$ cat config.mk
export PLATFORM = sky130hd
export DESIGN_NAME = dac_upd_ctrl
export DESIGN_NICKNAME = d
export VERILOG_FILES = /design/src/rtl/dac_upd_pkg.sv /design/src/rtl/dac_upd_edges.sv /design/src/rtl/dac_upd_clrq.sv /design/src/rtl/dac_upd_regs.sv /design/src/rtl/dac_upd_ctrl.sv
export SDC_FILE = /design/constraint.sdc
export NUM_CORES = 1
export LEC_CHECK = 0
export BUFFER_PORTS_ARGS = -buffer_cell sky130_fd_sc_hd__buf_2
export CAP_MARGIN = 0
export CORE_MARGIN = 2
export CORE_UTILIZATION = 55
export DETAILED_ROUTE_END_ITERATION = 8
export PLACE_DENSITY = 0.75
export SYNTH_ARGS = -nofsm -noshare
export SYNTH_HDL_FRONTEND = slang
export SYNTH_SLANG_ARGS = --single-unit
$ cat constraint.sdc
create_clock -name clk -period 3.2 [get_ports clk]
set_clock_uncertainty 0.1 [all_clocks]
set_input_delay 0 -clock clk [delete_from_list [all_inputs] [get_ports clk]]
set_output_delay 0 -clock clk [all_outputs]
set_load 0.005 [all_outputs]
$ cat src/rtl/dac_upd_pkg.sv
package dac_upd_pkg;
  typedef enum logic [1:0] {
    SEL_INPUT = 2'd0,
    SEL_CLEAR = 2'd1,
    SEL_CTRL  = 2'd2
  } wr_sel_e;

  localparam int unsigned CTRL_SOFT_CLR_BIT = 0;
  localparam int unsigned CTRL_SOFT_RST_BIT = 1;
endpackage

$ cat src/rtl/dac_upd_edges.sv
module dac_upd_edges (
  input  logic clk,
  input  logic rst_ni,
  input  logic soft_rst,
  input  logic frame_sel,
  input  logic load_n,
  input  logic in_wr,
  output logic sync_ld,
  output logic async_ld
);
  logic fs_q, fs_d;
  logic ld_q, ld_d;
  logic low_all_q, low_all_d;
  logic wrote_q, wrote_d;
  logic fs_rise, fs_fall;

  assign fs_rise = frame_sel & ~fs_q;
  assign fs_fall = ~frame_sel & fs_q;

  always_comb begin
    fs_d      = frame_sel;
    ld_d      = load_n;
    low_all_d = low_all_q;
    wrote_d   = wrote_q;
    if (fs_fall) begin
      low_all_d = ~load_n;
    end else if (!frame_sel) begin
      low_all_d = low_all_q & ~load_n;
    end
    if (fs_rise) begin
      wrote_d = 1'b0;
    end else if (in_wr && !frame_sel) begin
      wrote_d = 1'b1;
    end
    if (soft_rst) begin
      fs_d      = 1'b1;
      ld_d      = 1'b1;
      low_all_d = 1'b0;
      wrote_d   = 1'b0;
    end
  end

  always_ff @(posedge clk or negedge rst_ni) begin
    if (!rst_ni) begin
      fs_q      <= 1'b1;
      ld_q      <= 1'b1;
      low_all_q <= 1'b0;
      wrote_q   <= 1'b0;
    end else begin
      fs_q      <= fs_d;
      ld_q      <= ld_d;
      low_all_q <= low_all_d;
      wrote_q   <= wrote_d;
    end
  end

  assign sync_ld  = fs_rise & low_all_q & wrote_q;
  assign async_ld = frame_sel & ld_q & ~load_n;
endmodule

$ cat src/rtl/dac_upd_clrq.sv
module dac_upd_clrq #(
  parameter int unsigned CLR_MIN = 2
) (
  input  logic clk,
  input  logic rst_ni,
  input  logic soft_rst,
  input  logic clear_n,
  output logic clr_hold,
  output logic clr_force
);
  localparam int unsigned CNT_W   = $clog2(CLR_MIN + 1);
  localparam logic [CNT_W-1:0] CNT_TOP = CNT_W'(CLR_MIN - 1);

  logic [CNT_W-1:0] cnt_q, cnt_d;
  logic cnt_en;

  assign cnt_en = soft_rst | clear_n | (cnt_q != CNT_TOP);

  always_comb begin
    cnt_d = cnt_q;
    if (soft_rst || clear_n) begin
      cnt_d = '0;
    end else if (cnt_q != CNT_TOP) begin
      cnt_d = cnt_q + 1'b1;
    end
  end

  always_ff @(posedge clk or negedge rst_ni) begin
    if (!rst_ni) begin
      cnt_q <= '0;
    end else if (cnt_en) begin
      cnt_q <= cnt_d;
    end
  end

  assign clr_hold  = ~clear_n;
  assign clr_force = ~clear_n & (cnt_q == CNT_TOP);
endmodule

$ cat src/rtl/dac_upd_regs.sv
module dac_upd_regs
  import dac_upd_pkg::*;
#(
  parameter int unsigned CODE_W = 20
) (
  input  logic              clk,
  input  logic              rst_ni,
  input  logic              wr_stb,
  input  logic [1:0]        wr_sel,
  input  logic [CODE_W-1:0] wr_data,
  input  logic              sync_ld,
  input  logic              async_ld,
  input  logic              clr_hold,
  input  logic              clr_force,
  output logic              in_wr,
  output logic              soft_clr_q,
  output logic              soft_rst_q,
  output logic [CODE_W-1:0] in_code_q,
  output logic [CODE_W-1:0] clr_code_q,
  output logic [CODE_W-1:0] dac_q
);
  logic [CODE_W-1:0] in_code_d, clr_code_d, dac_d;
  logic soft_clr_d, soft_rst_d;
  logic cc_wr, ctrl_wr;

  assign in_wr   = wr_stb & (wr_sel == SEL_INPUT);
  assign cc_wr   = wr_stb & (wr_sel == SEL_CLEAR);
  assign ctrl_wr = wr_stb & (wr_sel == SEL_CTRL);

  always_comb begin
    in_code_d  = in_code_q;
    clr_code_d = clr_code_q;
    dac_d      = dac_q;
    soft_clr_d = ctrl_wr & wr_data[CTRL_SOFT_CLR_BIT];
    soft_rst_d = ctrl_wr & wr_data[CTRL_SOFT_RST_BIT];
    if (in_wr) in_code_d = wr_data;
    if (cc_wr) clr_code_d = wr_data;
    if (clr_force || soft_clr_q) begin
      dac_d = clr_code_q;
    end else if (clr_hold) begin
      dac_d = dac_q;
    end else if (async_ld || sync_ld) begin
      dac_d = in_code_q;
    end
    if (soft_rst_q) begin
      in_code_d  = '0;
      clr_code_d = '0;
      dac_d      = '0;
      soft_clr_d = 1'b0;
      soft_rst_d = 1'b0;
    end
  end

  always_ff @(posedge clk or negedge rst_ni) begin
    if (!rst_ni) begin
      in_code_q  <= '0;
      clr_code_q <= '0;
      dac_q      <= '0;
      soft_clr_q <= 1'b0;
      soft_rst_q <= 1'b0;
    end else begin
      in_code_q  <= in_code_d;
      clr_code_q <= clr_code_d;
      dac_q      <= dac_d;
      soft_clr_q <= soft_clr_d;
      soft_rst_q <= soft_rst_d;
    end
  end
endmodule

$ cat src/rtl/dac_upd_ctrl.sv
module dac_upd_ctrl #(
  parameter int unsigned CODE_W  = 20,
  parameter int unsigned CLR_MIN = 2
) (
  input  logic              clk,
  input  logic              rst_n,
  input  logic              reg_wr_stb,
  input  logic [1:0]        reg_wr_sel,
  input  logic [CODE_W-1:0] reg_wr_data,
  input  logic              frame_sel,
  input  logic              load_n,
  input  logic              clear_n,
  output logic [CODE_W-1:0] dac_code
);
  logic [1:0] rst_sync_q;
  logic rst_sync_n;
  logic sync_ld, async_ld, clr_hold, clr_force, in_wr;
  logic soft_clr_w, soft_rst_w;
  logic [CODE_W-1:0] in_code_w, clr_code_w;

  always_ff @(posedge clk or negedge rst_n) begin
    if (!rst_n) rst_sync_q <= 2'b00;
    else        rst_sync_q <= {rst_sync_q[0], 1'b1};
  end
  assign rst_sync_n = rst_sync_q[1];

  dac_upd_edges u_edges (
    .clk      (clk),
    .rst_ni   (rst_sync_n),
    .soft_rst (soft_rst_w),
    .frame_sel(frame_sel),
    .load_n   (load_n),
    .in_wr    (in_wr),
    .sync_ld  (sync_ld),
    .async_ld (async_ld)
  );

  dac_upd_clrq #(.CLR_MIN(CLR_MIN)) u_clrq (
    .clk      (clk),
    .rst_ni   (rst_sync_n),
    .soft_rst (soft_rst_w),
    .clear_n  (clear_n),
    .clr_hold (clr_hold),
    .clr_force(clr_force)
  );

  dac_upd_regs #(.CODE_W(CODE_W)) u_regs (
    .clk       (clk),
    .rst_ni    (rst_sync_n),
    .wr_stb    (reg_wr_stb),
    .wr_sel    (reg_wr_sel),
    .wr_data   (reg_wr_data),
    .sync_ld   (sync_ld),
    .async_ld  (async_ld),
    .clr_hold  (clr_hold),
    .clr_force (clr_force),
    .in_wr     (in_wr),
    .soft_clr_q(soft_clr_w),
    .soft_rst_q(soft_rst_w),
    .in_code_q (in_code_w),
    .clr_code_q(clr_code_w),
    .dac_q     (dac_code)
  );
endmodule

==> impl_results.md <==
- Status: completed
- Post-synth EDFFs: 0
- Post-synthesis cell type count: 28
- Final wirelength: 7130 um
- Reg2reg start: u_clrq.cnt_q[0]
- Comb pwr share: 0.301
- First-pass GRT wire length: roughly 12,000 um
- Post-route ant nets: 0
- Sequential fraction of the synthesis area: 0.563
- Total grt overflow: 0
- DP Wirelength: 4540 um
- Worst slew pin tran: 0.972 ns
- Area Overhead vs Synth: 23.3%
- Postcts setup bufs: 0
- DR pass1 iterations: 4
- Number of synthesized register bits: 70
- Crit end category: register
- Cts bufs inserted: 9
- Total power: 2640 uW
- Tmin final: 2.15 ns
- Row count: 27
- Placed cell areas: approximately 3400 sq um
- Initial antenna violation count: 0
- FMAX: 465 MHz
- PortBufs: 47
- DR iter-0 viols: 221
- Crit Path Max Fanout: 19
- Vias in the first global route: between 2,000 and 2,500
- Peak VDD IR: about 340 uV
- Final setup viols: 0
- CTS tree: built
- CTS Sinks: 70
- Final Cycle Share: 0.672
- Root Driver: clkbuf_8
- Min-delay worst type: primary input to register
- Post-synth ARST share: 1.00
- RSZ-0062 raised after global routing: false
- Hold Crit Start: reg_wr_sel[1]
- Max-Cap Viols: 0
- WP data required: 3.30 ns
- Fill count: 438
- Crit path kind: register to register
- Yosys top cell by area: dfrtp_1
- Routed vias: 2,485
- Max-slew violations: 0
- ANT cells: 0
- Core area: 5470 sq um
- Clock share of power: 0.230
- Synthesized instance count: 307
- Clock-pin slew on the worst setup and hold paths: 0.07 ns
- Top post-synthesis cells by area: dfrtp_1 (55%), nand2_1 (10%), a21oi_1 (6.9%)
- # nets final: 403
- Sequential Power Share: 0.469
- Post-synth top cells: nand2_1 (83), dfrtp_1 (68), a21oi_1 (43)
- Syn Std Cell Area: 3110 sq um
- Syn Area/Cell: 10.1 sq um
- Startpoint types: register
- Share of the synthesized area in the top cell type: 0.546
- Final hold vios: 0
- Total GRT Usage: 0.248
- Placer's final routability congestion estimate: 0.826
- Residual DRC count: 0
- Rel. slew slack: 0.351
- YS warnings: 0
- DR vias/cell: about 5.5
- Die Area: 6280 sq um
- # resized after CTS: 0
- Fraction of layout cells with a size suffix above 1: 0.253
- Final Hold Slack: 0.0205 ns
- Leakage: 0.00172 uW
- Die width: 79.2 um
- H-tree lvl count: 3
- Design Area, Final: roughly 3800 sq um
- Io pins: 48
- Setup TNS: 0 ns
- Synthesized Nets: ~340
- Main flop type after synthesis: dfrtp_1
- PwrDens: between 600 and 700 nW/um^2
- Clk_lat worst skew: approximately 0.33 ns
- Crit. Startpoint: u_clrq.cnt_q[0]
- Largest net degree at the start of global routing: 32
- Initial core utilization: 0.569
- Switch share: 0.317
- Internal power: 1800 uW
- Max Root-Sink Buffers: 2
- Net switching power: ~840 uW
- Worst EP arrival: approximately 2.3 ns
- WL/cell: 15.8 um
- Count leader, synth: nand2_1
- Die Ht: 79.2 um
[path summary, 6_finish.rpt]
check,end,slack [ns],cells past startpoint
setup reg to reg,u_regs.dac_q[3],1.05,5
max in group asynchronous,u_edges.fs_q,2.01,1
hold / removal,u_regs.in_code_q[11],0.02,4
setup / recovery,u_regs.dac_q[3],1.05,5
min in group asynchronous,u_regs.clr_code_q[9],0.21,0
hold reg to reg,u_regs.clr_code_q[9],0.21,0
[kinds of logic after synthesis]
group	Yosys count	share of synthesized area
simple gates	98	0.134
compound gates	86	0.188
flops	70	0.563
buf+inv	30	0.0426
mux	20	0.0643
fa+ha+maj	1	0.00402
other cells	1	0.00120
xor+xnor	1	0.00281
[what timing repair did]
| action | CTS | global route |
|---|---|---|
| endpoints found under the setup margin | 0 | 0 |
| hold buffers | 27 | 0 |
| endpoints found under the hold margin | 50 | 0 |
[power groups by stage]
stage          registers [uW]  clock network [uW]  logic (uW)
5_1_grt                  1260                 663         880
2_1_floorplan            1250                   0         514
3_5_place_dp             1260                   0         771
3_3_place_gp             1250                   0         738
6_report                 1240                 608         793
4_1_cts                  1240                 620         800
[layer usage]
layer,vias to the layer above,track usage,share of wire
li1,1198,-,-
met1,1202,0.377,0.47
met2,72,0.347,0.46
met3,13,0.0409,0.047
met4,0,0.121,0.021
met5,-,0,0
[layout by cell type, fill, tap and decap left out, types with 3 or more instances in the layout]
cell type / Yosys / final
a21oi_1: 43 / 43
a21oi_2: 20 / 20
buf_2: 4 / 47
buf_4: 0 / 7
clkbuf_1: 20 / 4
clkbuf_8: 0 / 10
dfrtp_1: 68 / 67
dlygate4sd3_1: 0 / 27
inv_2: 3 / 3
mux2i_1: 20 / 20
nand2_1: 83 / 83
nor2_1: 3 / 3
o41ai_1: 20 / 20
[registers in the layout, summed over array words and instances, names as in the netlist]
register and cells:
u_edges.ld_q 1, u_regs.in_code_q 20, u_edges.low_all_q 1, rst_sync_q 2, u_regs.soft_clr_q 1, u_regs.dac_q 20, u_regs.soft_rst_q 1, u_regs.clr_code_q 20
u_edges.wrote_q 1, u_clrq.cnt_q 2, u_edges.fs_q 1
[worst max-delay path: stages, from the launching register on]
cell,delay [ns]
dfrtp_1,0.39
ha_1,0.25
a21o_1,0.47
buf_12,0.29
o41ai_1,0.46
a21oi_2,0.04
[area by class of cell]
class                   count  area [sq um]  share of cell area
clock buffers              14           153              0.0398
clock inverters             2          10.0             0.00261
inverters                   4          15.0             0.00391
multi-input cells         207          1240               0.323
flip-flops and latches     70          1760               0.457
well taps                  72          90.1              0.0235
repair buffers             82           578               0.151
[metrics by stage]
stage | util | worst slack [ns] | cells
3_5_place_dp | 0.623 | 1.05 | 408
2_1_floorplan | - | 1.01 | 307
6_report | 0.702 | 1.05 | 451
4_1_cts | 0.702 | 1.04 | 451
5_1_grt | 0.702 | 0.898 | 451
3_3_place_gp | 0.623 | 1.11 | 408
Power figures use the tool's default switching activity.
